<file path="src/rtl/pbhc_pkg.sv">
package pbhc_pkg;

    localparam int SEG_W = 7;
    localparam int NIB_W = 4;

    // Active-low glyph for one hex nibble; bit 0 = segment a ... bit 6 = g.
    function automatic logic [SEG_W-1:0] nib_to_seg_n(input logic [NIB_W-1:0] nib);
        logic [SEG_W-1:0] lit;
        case (nib)
            4'h0: lit = 7'h3F;
            4'h1: lit = 7'h06;
            4'h2: lit = 7'h5B;
            4'h3: lit = 7'h4F;
            4'h4: lit = 7'h66;
            4'h5: lit = 7'h6D;
            4'h6: lit = 7'h7D;
            4'h7: lit = 7'h07;
            4'h8: lit = 7'h7F;
            4'h9: lit = 7'h6F;
            4'hA: lit = 7'h77;
            4'hB: lit = 7'h7C;
            4'hC: lit = 7'h39;
            4'hD: lit = 7'h5E;
            4'hE: lit = 7'h79;
            default: lit = 7'h71;
        endcase
        return ~lit;
    endfunction

endpackage

</file>
<file path="src/rtl/pbhc_sync.sv">
module pbhc_sync #(
    parameter int STAGES  = 2,
    parameter bit RST_VAL = 1'b1
) (
    input  logic clk,
    input  logic rst,
    input  logic d,
    output logic q
);
    generate
        if (STAGES == 0) begin : g_bypass
            assign q = d;
        end else begin : g_chain
            logic [STAGES-1:0] chain_d, chain_q;

            always_comb begin
                chain_d[0] = d;
                for (int i = 1; i < STAGES; i++) begin
                    chain_d[i] = chain_q[i-1];
                end
            end

            always_ff @(posedge clk) begin
                if (rst) chain_q <= {STAGES{RST_VAL}};
                else     chain_q <= chain_d;
            end

            assign q = chain_q[STAGES-1];
        end
    endgenerate
endmodule

</file>
<file path="src/rtl/pbhc_edge.sv">
module pbhc_edge (
    input  logic clk,
    input  logic rst,
    input  logic btn_n,
    output logic press,
    output logic held
);
    logic prev_d, prev_q;

    always_comb begin
        prev_d = btn_n;
        press  = prev_q & ~btn_n;
        held   = ~btn_n;
    end

    always_ff @(posedge clk) begin
        if (rst) prev_q <= 1'b1;
        else     prev_q <= prev_d;
    end
endmodule

</file>
<file path="src/rtl/pbhc_seg_dec.sv">
module pbhc_seg_dec #(
    parameter int DIGITS = 6
) (
    input  logic [DIGITS*pbhc_pkg::NIB_W-1:0] value,
    output logic [DIGITS*pbhc_pkg::SEG_W-1:0] seg_n
);
    import pbhc_pkg::*;

    generate
        for (genvar k = 0; k < DIGITS; k++) begin : g_digit
            assign seg_n[k*SEG_W +: SEG_W] = nib_to_seg_n(value[k*NIB_W +: NIB_W]);
        end
    endgenerate
endmodule

</file>
<file path="src/rtl/pb_hex_counter.sv">
module pb_hex_counter #(
    parameter int CNT_W       = 24,
    parameter int SYNC_STAGES = 2
) (
    input  logic                     clk,
    input  logic                     rst,
    input  logic                     btn_step_n,
    input  logic                     btn_clear_n,
    output logic [(CNT_W/4)*7-1:0]   seg_n
);
    import pbhc_pkg::*;

    localparam int DIGITS = CNT_W / NIB_W;

    typedef struct packed {
        logic [CNT_W-1:0] cnt;
    } state_t;

    state_t st_d, st_q;

    logic step_s, clear_s;
    logic inc_pulse, inc_held;
    logic clr_pulse, clr_lvl;
    logic [CNT_W-1:0] cnt_q;

    pbhc_sync #(.STAGES(SYNC_STAGES), .RST_VAL(1'b1)) step_sync_i (
        .clk(clk), .rst(rst), .d(btn_step_n), .q(step_s)
    );

    pbhc_sync #(.STAGES(SYNC_STAGES), .RST_VAL(1'b1)) clear_sync_i (
        .clk(clk), .rst(rst), .d(btn_clear_n), .q(clear_s)
    );

    pbhc_edge step_edge_i (
        .clk(clk), .rst(rst), .btn_n(step_s), .press(inc_pulse), .held(inc_held)
    );

    pbhc_edge clear_edge_i (
        .clk(clk), .rst(rst), .btn_n(clear_s), .press(clr_pulse), .held(clr_lvl)
    );

    always_comb begin
        st_d = st_q;
        if (inc_pulse)    st_d.cnt = st_q.cnt + 1'b1;
        else if (clr_lvl) st_d.cnt = '0;
    end

    always_ff @(posedge clk) begin
        if (rst) st_q <= '0;
        else     st_q <= st_d;
    end

    assign cnt_q = st_q.cnt;

    pbhc_seg_dec #(.DIGITS(DIGITS)) dec_i (
        .value(cnt_q),
        .seg_n(seg_n)
    );

    logic unused_ok;
    assign unused_ok = ^{inc_held, clr_pulse};
endmodule

</file>
<file path="config.mk">
export PLATFORM = sky130hd
export DESIGN_NAME = pb_hex_counter
export DESIGN_NICKNAME = d
export VERILOG_FILES = /design/src/rtl/pbhc_pkg.sv /design/src/rtl/pbhc_sync.sv /design/src/rtl/pbhc_edge.sv /design/src/rtl/pbhc_seg_dec.sv /design/src/rtl/pb_hex_counter.sv
export SDC_FILE = /design/constraint.sdc
export NUM_CORES = 1
export LEC_CHECK = 0
export ABC_AREA = 1
export BUFFER_PORTS_ARGS = -buffer_cell sky130_fd_sc_hd__buf_4
export CAP_MARGIN = 30
export CORE_ASPECT_RATIO = 0.75
export CORE_UTILIZATION = 59
export DETAILED_ROUTE_END_ITERATION = 10
export PLACE_DENSITY = 0.8
export SLEW_MARGIN = 5
export SYNTH_ARGS = -nofsm -noshare
export SYNTH_HDL_FRONTEND = slang
export SYNTH_SLANG_ARGS = --single-unit
export TNS_END_PERCENT = 1
</file>
<file path="constraint.sdc">
create_clock -name clk -period 2.7 [get_ports clk]
set_clock_uncertainty 0.1 [all_clocks]
set_input_delay 0.405 -clock clk [delete_from_list [all_inputs] [get_ports clk]]
set_output_delay 0.405 -clock clk [all_outputs]
set_load 0.005 [all_outputs]
</file>
# After elaboration in Yosys (flattened, before gate mapping)
# Memories as Yosys holds them, arrays and structs flattened. A register that Yosys moved wholly into a read port is not among the register bits.
# Cells that the tools add are included.
# word_totals
reg_bits	29
mem_bits_ro	672
input_bits	4
out_inout_bits	42
elab_cells	34
mem_count	6
# memory_table
name	depth	width	read_ports	rd_clocked_by_memory_dff	write_ports	line	rtl
(name not given)	16	7	1	1	0	pbhc_pkg.sv:9	case (nib)
(name not given)	16	7	1	1	0	pbhc_pkg.sv:9	
(name not given)	16	7	1	1	0	pbhc_pkg.sv:9	
(name not given)	16	7	1	1	0	pbhc_pkg.sv:9	
(name not given)	16	7	1	1	0	pbhc_pkg.sv:9	
(name not given)	16	7	1	1	0	pbhc_pkg.sv:9	
# classes
addsub	1
eq_ne	1
n_mux	14
bitwise	8
# op_table
operator	count
24-bit two-way mux	2
4-bit two-way mux	12
7-bit NOT	6
24-bit by 1-bit adder with 24-bit output (second input constant)	1
2-bit != test (second input constant)	1
1-bit AND	1
1-bit NOT	1

# Logic depth before layout (Yosys ltp)
# Gate-level depths: netlist (run 1).
# logic_depth
word_depth	5
mapped_depth	15
ltp_nobuf	15

# By module
# Synthesis (run 1) repeated with hierarchy kept, for this count alone.
# hier_totals
hier_cells	523
hier_area_um2	3164.3
# by_module_without_submodules
module	instances	cells_per_inst	area_per_inst_um2	seq_area_each_um2
pbhc_seg_dec	1	293	1574.0	0.0
pb_hex_counter	1	204	1390.1	480.5
pbhc_sync	2	7	58.8	40.0
pbhc_edge	2	6	41.3	20.0

# Least setup slack after synthesis (run 1)
# Ideal clock, no wire load.
# synth_timing
kind	register -> register
start	reg st_q (netlist bit cnt_q[0])
end	reg (tool-made name)
setup_time_ns	0.117
arrival_time_ns	1.811
t_required_ns	2.483
path_slack_ns	0.672
path_stages_with_launch	16
n_path_buf	0
synth_period_minus_slack_ns	2.028
path_cell_list	dfxtp_1 ha_1 nand2_2 nor2_4 nand2_1 inv_1 nand2_1 o21ai_1 nand3_1 inv_2 ha_1 inv_1 o21ai_2 inv_1 nand2_1 nand2_1
# synth_rtl
element	line	rtl
start: declaration	pb_hex_counter.sv:19	state_t st_d, st_q;
start signal: assignment	pb_hex_counter.sv:50	else st_q <= st_d;

==> impl_metrics.toml, run 1 <==
[routing]
viasPerCell = 5.06
wl_per_cell_um = 11.8
vias = 4008
drt_wl_total_um = 9320
first_pass_iters = 5
drt_iter0_drc = 310
drc = 0
postRouteAntennaNets = 0

[die]
rows = 26
dieArea_sq_mm = 0.00786
core_sq_mm = 0.00703
fp.dieH_um = 77.0
pin_count = 46
start_util = 0.631
die_w_um = 102

[cts]
ctsResizeCount = 0
numCtsBuffers = 9
cts_tree = "yes"
cts_setup_buffers = 0
ctsHoldBuffers = 0
cts.path.max_buffers = 2
cts_htree_levels = 3
cts_sinks = 71
path_clk_slew_ns = 0.07
insertion_delay_ns = 0.35
cts-root-buf = "clkbuf_8"

[power_and_ir_drop]
p_sw_uw = 431
vdd_ir_drop_max_mv = 0.302
leakagePower_nw = 2.76
p_int_mw = 1.42
power.clock.fraction = 0.394
pwr_density_cell_mw_per_mm2 = 368
netSwitchingFraction = 0.232
pwr-share-comb = 0.035
seqPwrFrac = 0.571

[synthesis]
synth.distinct_cells = 35
async_flop_share = 0
synth_fp_nets = 684
syn-cell-area_sq_mm = 0.00443
yosysWarnings = 0
seq_area_frac_synth = 0.321
synth.avg_cell_area_sq_um = 6.93
ys_seq_elements = 71
synth_edf_count = 0
syn_inst = 639
synth-main-ff-cell = "dfxtp_1"

[grt]
overflow = 0
antenna_found_initial = 0
grtUsageTotal = 0.258
grt_max_degree = 35
grt_pass1_vias = 3624
grt_pass1_wl_um = 16200

[layout]
fin_nets = 736
utilization = 0.718
area_growth_pct = 13.8
insertedDiodeCount = 0
drive_gt1_frac = 0.186

[timing]
slew_viol_final = 0
finalSetupTns_ns = 0
period_minus_slack_ns = 2.44
min_period_over_period = 0.905
relSlewSlack = 0.594
tightest_slew_ns = 0.602
rsz0062_at_grt = "no"
setup_viol = 0
hold_viol = 0
clock.fmax_ghz = 0.409

[placement]
port_buffers = 45
dp_hpwl_um = 6990
gp_congestion = 0.881

[critical_path]
worstPathArrival_ns = 2.58
start_kind = "register"
cp_num_buf_inv = 1
required_ns = 2.84
path_max_fanout = 6
crit_family = "simple AND/OR/NAND/NOR gates"
path_depth = 13
critPathCaptureType = "register"
crit_chain = "ha_1, nand2_2, nor2_4, nand3_1, nor2_1, nand2_1, nand2_1, nand3_1, ha_1, inv_1, nand4_1, nand3_1, nand2_1"
slowest_stage = "dfxtp_1"
critPathMaxStageDelay_ns = 0.41
crit_type = "reg2reg"
rr_worst_depth = 13

[job]
cap_violations = 0

[hold_path]
hold_class = "in2reg"
whs_path_depth = 2

[outcome]
status = "completed"
synthesized netlist by cell type (2+ instances only):
master    number  area, sq um
a21oi_1        6         30.0
buf_2          3         15.0
clkbuf_1       3         11.3
dfxtp_1       71         1420
ha_1          41          513
inv_1        111          417
inv_2         16         60.1
nand2_1      180          676
nand2_2        8         50.1
nand2_4        4         45.0
nand3_1       47          235
nand3_2        6         60.1
nand3_4        5         87.6
nand4_1       18          113
nor2_1        49          184
nor2_2         4         25.0
nor2_4         7         78.8
o211ai_1       5         37.5
o21ai_0       15         75.1
o21ai_1       14         70.1
o21ai_2        5         43.8
o21ai_4        2         32.5
o21bai_1       2         15.0
or2_2          6         37.5
metrics by stage:
| step | cells | setup slack (ns) | power [mW] | hold slack, ns | area [sq um] |
|---|---|---|---|---|---|
| floorplan | 639 | 0.672 | 1.12 | 0.289 | 4430 |
| global placement | 778 | 0.394 | 1.14 | 0.303 | 4880 |
| detailed placement | 778 | 0.339 | 1.15 | 0.319 | 4880 |
| CTS | 792 | 0.311 | 1.87 | 0.137 | 5040 |
| global route | 792 | 0.0114 | 1.92 | 0.141 | 5040 |
| finish | 792 | 0.256 | 1.86 | 0.136 | 5040 |
layout make-up:
cell class	instances	area (sq um)
multi-input combinational	431	2480
fill	604	1980
sequential	71	1420
inverter	130	495
timing repair buffer	48	360
clock buffer	11	141
tap	98	123
clock inverter	3	21.3
cells by family (layout without fill, tap and decap cells):
kind of cell,after synthesis,after routing,synth area share
AOI/OAI and AO/OA,52,52,0.0746
adders and majority gates,41,41,0.116
buffers and inverters,137,192,0.119
DFF,71,71,0.321
and+or+nand+nor,338,338,0.369
power by group through the flow:
stage | Combinational, mW | Sequential [mW] | Clock [mW]
after CTS | 0.0634 | 1.06 | 0.744
after detailed placement | 0.0631 | 1.08 | 0
after global placement | 0.0619 | 1.08 | 0
after floorplan | 0.0429 | 1.08 | 0
final | 0.0645 | 1.06 | 0.732
after global routing | 0.0716 | 1.06 | 0.791
layer usage:
layer  part of all wire  track usage  up-vias
li1                   -            -     2089
met4              0.013       0.0900        0
met2               0.44        0.393      100
met5                  0            0        -
met1               0.51        0.359     1806
met3              0.045       0.0538       13
cells in the final DEF, fill, tap and decap left out, types with 2 or more instances in the layout:
cell	n
nand2_1	180
nor2_1	49
clkbuf_8	10
o21ai_0	15
inv_2	16
o21ai_4	2
nand4_1	18
o211ai_1	5
nor2_2	4
nand3_4	5
ha_1	41
nand3_2	6
o21bai_1	2
nand2_2	8
nand2_4	4
dfxtp_1	71
nand3_1	47
o21ai_2	5
clkinv_4	2
o21ai_1	14
or2_2	6
nor2_4	7
buf_4	48
a21oi_1	6
inv_1	111
final timing paths:
path                                        start                              end  slack [ns]
setup / recovery                         cnt_q[0]                         register        0.26
setup reg to reg                         cnt_q[0]                         register        0.26
hold / removal                        btn_clear_n  clear_sync_i.g_chain.chain_q[0]        0.14
hold reg to reg   clear_sync_i.g_chain.chain_q[0]  clear_sync_i.g_chain.chain_q[1]        0.34
(Power assumes the default switching activity.)
==> run 2, diff against run 1 <==
ABC_AREA = unset   (was 1)
CELL_PAD_IN_SITES_DETAIL_PLACEMENT = 1   (was unset)
CELL_PAD_IN_SITES_GLOBAL_PLACEMENT = 1   (was unset)
CORE_UTILIZATION = 45   (was 59)
==> run 2 against run 1 <==
Effect of this change:
- the run now ends with negative setup slack left
- sequential power barely moved
- global-route usage increased by 0.37 points
- routed wire length up 35%
- total power rose by 23%
- count of clock-buffer cells in the layout is 1 lower
- highest routed layer unchanged
==> impl_metrics.toml, run 2 <==
[outcome]
status = "finished with violations"
violations = "negative setup slack"

[routing]
drt_iter0_drc = 264
drt_wl_total_um = 12600
drc = 0
viasPerCell = 5.54
postRouteAntennaNets = 0
first_pass_iters = 4
vias = 4099
wl_per_cell_um = 17.1

[synthesis]
ys_seq_elements = 71
synth_area_leader_cell = "dfxtp_1"
yosysWarnings = 0
syn-cell-area_sq_mm = 0.00441
seq_area_frac_synth = 0.322
synth.avg_cell_area_sq_um = 8.46
yosys-top-cells-area = "dfxtp_1, ha_1, inv_1"
synth_commonest_cells = "inv_1, dfxtp_1, ha_1"
synth.top_cell.area_share = 0.322
synth_edf_count = 0
synth-main-ff-cell = "dfxtp_1"
syn_inst = 521
async_flop_share = 0
synth_fp_nets = 566
synth.distinct_cells = 68
yosysMostFrequentCell = "inv_1"

[grt]
grt_pass1_vias = 4117
grt_max_degree = 20
antenna_found_initial = 0
overflow = 0
grtUsageTotal = 0.262
grt_pass1_wl_um = 20600

[power_and_ir_drop]
netSwitchingFraction = 0.216
seqPwrFrac = 0.465
vdd_ir_drop_max_mv = 0.363
pwr-share-comb = 0.031
power.total_mw = 2.28
leakagePower_nw = 2.81
p_int_mw = 1.78
power.clock.fraction = 0.504
pwr_density_cell_mw_per_mm2 = 405
p_sw_uw = 491

[cts]
numCtsBuffers = 9
cts_tree = "yes"
cts_htree_levels = 3
path_clk_slew_ns = 0.06
cts.path.max_buffers = 2
insertion_delay_ns = 0.34
cts_sinks = 71
cts-root-buf = "clkbuf_16"

[timing]
relSlewSlack = 0.413
min_period_over_period = 1.01
tightest_slew_ns = 0.858
period_minus_slack_ns = 2.74
rsz0062_at_grt = "yes"
setup_viol = 1
finalSetupTns_ns = -0.0368
timing.final.ws_setup_ns = -0.0368
hold_viol = 0
clock.fmax_ghz = 0.365
holdWs_ns = 0.156
slew_viol_final = 0

[critical_path]
critPathCaptureType = "register"
crit_chain = "nand4b_2, or4_4, or3_4, a21o_4, inv_1, ha_1, o21ai_0, a221o_1"
required_ns = 2.82
slowest_stage = "or4_4"
worstPathArrival_ns = 2.86
crit_type = "reg2reg"
path_max_fanout = 6
start_kind = "register"
critPathMaxStageDelay_ns = 0.62

[die]
die_w_um = 116
start_util = 0.476
pin_count = 46
fp.dieH_um = 87.7
core_sq_mm = 0.00927
dieArea_sq_mm = 0.0102
rows = 30

[placement]
dp_hpwl_um = 9380
port_buffers = 45
place_inst = 722
gp_congestion = 0.879
pre_cts_ws_ns = -0.0499
postPlaceCellArea_sq_mm = 0.00519

[layout]
insertedDiodeCount = 0
final_cell_mix = "buf_4, inv_1, dfxtp_1"
fin_cells = 740
drive_gt1_frac = 0.288
fin_nets = 653
utilization = 0.606
fill_cells = 1121
final_cell_area_sq_mm = 0.00562
final_common_cell = "buf_4"
area_growth_pct = 27.4

[hold_path]
hold_class = "in2reg"

[job]
cap_violations = 0
## run 2: final cells by class
cell class | instances | area, sq um | share of cell area
multi-input cells | 350 | 2730 | 0.485
flip-flops and latches | 71 | 1440 | 0.256
repair buffers | 95 | 713 | 0.127
inverters | 81 | 304 | 0.0541
clock buffers | 10 | 229 | 0.0408
well taps | 128 | 160 | 0.0285
clock inverters | 5 | 50.0 | 0.00891
## run 2: kinds of logic (layout without fill, tap and decap cells)
| kind of cell | after synthesis | in the layout | synth area share |
|---|---|---|---|
| simple gates | 156 | 156 | 0.205 |
| compound gates | 115 | 115 | 0.175 |
| buf+inv | 100 | 191 | 0.0888 |
| flops | 71 | 71 | 0.322 |
| fa+ha+maj | 41 | 41 | 0.116 |
| mux | 36 | 36 | 0.0885 |
| xor+xnor | 2 | 2 | 0.00397 |
## run 2: path summary, 6_finish.rpt
| path | slack, ns | endpoint | cells past startpoint | from |
|---|---|---|---|---|
| setup reg to reg | -0.04 | register | 8 | step_sync_i.g_chain.chain_q[1] |
| hold reg to reg | 0.31 | step_sync_i.g_chain.chain_q[1] | 1 | step_sync_i.g_chain.chain_q[0] |
| setup / recovery | -0.04 | register | 8 | step_sync_i.g_chain.chain_q[1] |
| hold / removal | 0.16 | clear_sync_i.g_chain.chain_q[0] | 2 | btn_clear_n |
## run 2: layer usage
metal | vias up | wire (um) | global-route usage
li1 | 1987 | - | -
met1 | 2010 | 5770 | 0.341
met2 | 88 | 6120 | 0.443
met3 | 14 | 601 | 0.0478
met4 | 0 | 130 | 0.0781
met5 | - | 0 | 0
## run 2: worst max-delay path, delay by kind of cell, from the launching register on
kind	cells	cell delay [ns]
AND/OR/NAND/NOR	3	1.25
AO/OA/AOI/OAI	3	0.70
flip-flops	1	0.31
adder cells (fa/ha/maj)	1	0.19
buffers and inverters	1	0.06
## run 2: what timing repair did
action / 4_1_cts / 5_1_grt
buffers inserted: 2 / 1
pin swaps: 0 / 3
endpoints found under the setup margin: 10 / 19
gates resized for setup: 8 / 25
hold buffers: 0 / 0
## run 2: power by group through the flow
stage               Combinational, mW  Clock (mW)  Sequential [mW]
floorplan                      0.0371           0             1.08
global placement               0.0654           0             1.08
detailed placement             0.0685           0             1.08
CTS                            0.0691        1.17             1.06
global route                   0.0770        1.21             1.06
finish                         0.0701        1.15             1.06
==> run 3, diff against run 2 <==
CELL_PAD_IN_SITES_DETAIL_PLACEMENT = unset   (was 1)
CELL_PAD_IN_SITES_GLOBAL_PLACEMENT = unset   (was 1)
CORE_UTILIZATION = 59   (was 45)
==> run 3 against run 2 <==
Effect of this change:
- the run still ends with negative setup slack left
- total power decreased by 12%
- first-iteration DRC count increased by 48%
- core utilization increased by 18 points
- maximum frequency increased by 0.83%
- combinational power decreased by 3.6%
- sequential cell count unchanged
- cell count decreased by 3.8%
- register-to-register slack improved by 0.02 ns
==> impl_metrics.toml, run 3 (same netlist as run 2, synthesis figures left out) <==
[grt]
grt_pass1_vias = 3814
grt_max_degree = 29
antenna_found_initial = 0
overflow = 0
grt_pass1_wl_um = 17300
grtUsageTotal = 0.276

[die]
dieArea_sq_mm = 0.00783
core_sq_mm = 0.00703
fp.dieH_um = 76.9
rows = 26
pin_count = 46
die_w_um = 102
start_util = 0.627

[layout]
drive_gt1_frac = 0.290
fill_cells = 501
final_cell_mix = "buf_4, inv_1, dfxtp_1"
final_common_cell = "buf_4"
fin_nets = 654
seq_area_sq_mm = 0.00144
final_cell_area_sq_mm = 0.00551
area_growth_pct = 25.0
fin_cells = 712
utilization = 0.785
multi_input_area_sq_mm = 0.00272
insertedDiodeCount = 0

[routing]
first_pass_iters = 5
wl_met1_um = 4650
wl_met2_um = 5270
postRouteAntennaNets = 0
drt_iter0_drc = 390
drt_wl_total_um = 10900
viasPerCell = 5.81
vias = 4137
wl_met3_um = 778
drc = 0
routed.top_layer = "met4"
wl_per_cell_um = 15.3

[hold_path]
hold_class = "in2reg"
min-delay-start = "btn_step_n"
whs_path_depth = 2
worstHoldEndpoint = "step_sync_i.g_chain.chain_q[0]"

[timing]
clock.fmax_ghz = 0.368
holdWs_ns = 0.131
setup_viol = 1
finalSetupTns_ns = -0.0143
timing.final.ws_setup_ns = -0.0143
hold_viol = 0
period_minus_slack_ns = 2.71
min_period_over_period = 1.01
rsz0062_at_grt = "yes"
slew_viol_final = 0
relSlewSlack = 0.477
tightest_slew_ns = 0.765

[critical_path]
ff2ff_setup_slack_ns = -0.01
path_max_fanout = 7
required_ns = 2.86
crit_type = "reg2reg"
rr_worst_depth = 11
timing.rr.start = "cnt_q[2]"
worstPathArrival_ns = 2.88
critPathCaptureType = "register"
start_kind = "register"

[placement]
pre_cts_ws_ns = -0.0555
dp_hpwl_um = 7630
postPlaceCellArea_sq_mm = 0.00514
gp_congestion = 0.916
port_buffers = 45
place_inst = 690

[cts]
cts.path.max_buffers = 2
insertion_delay_ns = 0.35
path_clk_slew_ns = 0.08
cts_sinks = 71
ctsHoldBuffers = 0
numCtsBuffers = 9
cts_htree_levels = 3
cts_tree = "yes"
cts-root-buf = "clkbuf_8"

[power_and_ir_drop]
pwr-share-comb = 0.034
vdd_ir_drop_max_mv = 0.355
seqPwrFrac = 0.526
leakagePower_nw = 2.79
p_int_mw = 1.55
power.total_mw = 2.01
power.clock.fraction = 0.440
netSwitchingFraction = 0.226
pwr_density_cell_mw_per_mm2 = 365
p_sw_uw = 455

[job]
cap_violations = 0

[outcome]
violations = "negative setup slack"
status = "finished with violations"
[run 3: timing repair]
action                     4_1_cts  5_1_grt
setup buffers                    2        4
gates resized for setup          2       31
pin swaps                        0        5
setup endpoints to repair        4       18
[run 3: final cells by class]
cell class                      count  share of cell area
Clock inverter                      5              0.0102
Timing Repair Buffer               96               0.131
Sequential cell                    71               0.261
Inverter                           81              0.0552
Multi-Input combinational cell    350               0.493
Clock buffer                       11              0.0275
Tap cell                           98              0.0222
[run 3: power by group through the flow]
| stage | Sequential, mW | Combinational (mW) | Clock, mW |
|---|---|---|---|
| final | 1.06 | 0.0676 | 0.885 |
| after global routing | 1.06 | 0.0734 | 0.942 |
| after CTS | 1.06 | 0.0652 | 0.899 |
| after detailed placement | 1.08 | 0.0648 | 0 |
| after global placement | 1.08 | 0.0630 | 0 |
| after floorplan | 1.08 | 0.0371 | 0 |
[run 3: worst max path at each step]
stage	depth (start not counted)	slack, ns	end	from
3_5_place_dp	10	-0.06	register	step_sync_i.g_chain.chain_q[1]
5_1_grt	10	-0.08	register	cnt_q[6]
6_report	11	-0.01	register	cnt_q[2]
3_3_place_gp	10	0.07	register	cnt_q[0]
4_1_cts	9	-0.01	register	step_sync_i.g_chain.chain_q[1]
2_1_floorplan	10	0.009	register	cnt_q[2]
[run 3: critical path, cell delays in order, from the launching register on]
cell,delay (ns)
dfxtp_2,0.36
buf_4,0.15
nand3_1,0.16
buf_4,0.21
nor2_1,0.17
nand4_1,0.18
and3_1,0.26
o21ai_1,0.21
inv_1,0.12
ha_2,0.23
mux2_1,0.30
a22oi_1,0.17
[run 3: per-layer routing]
layer / vias up / global-route usage
met1: 1941 / 0.355
met2: 186 / 0.459
met5: - / 0
met3: 27 / 0.0538
met4: 0 / 0.0943
li1: 1983 / -
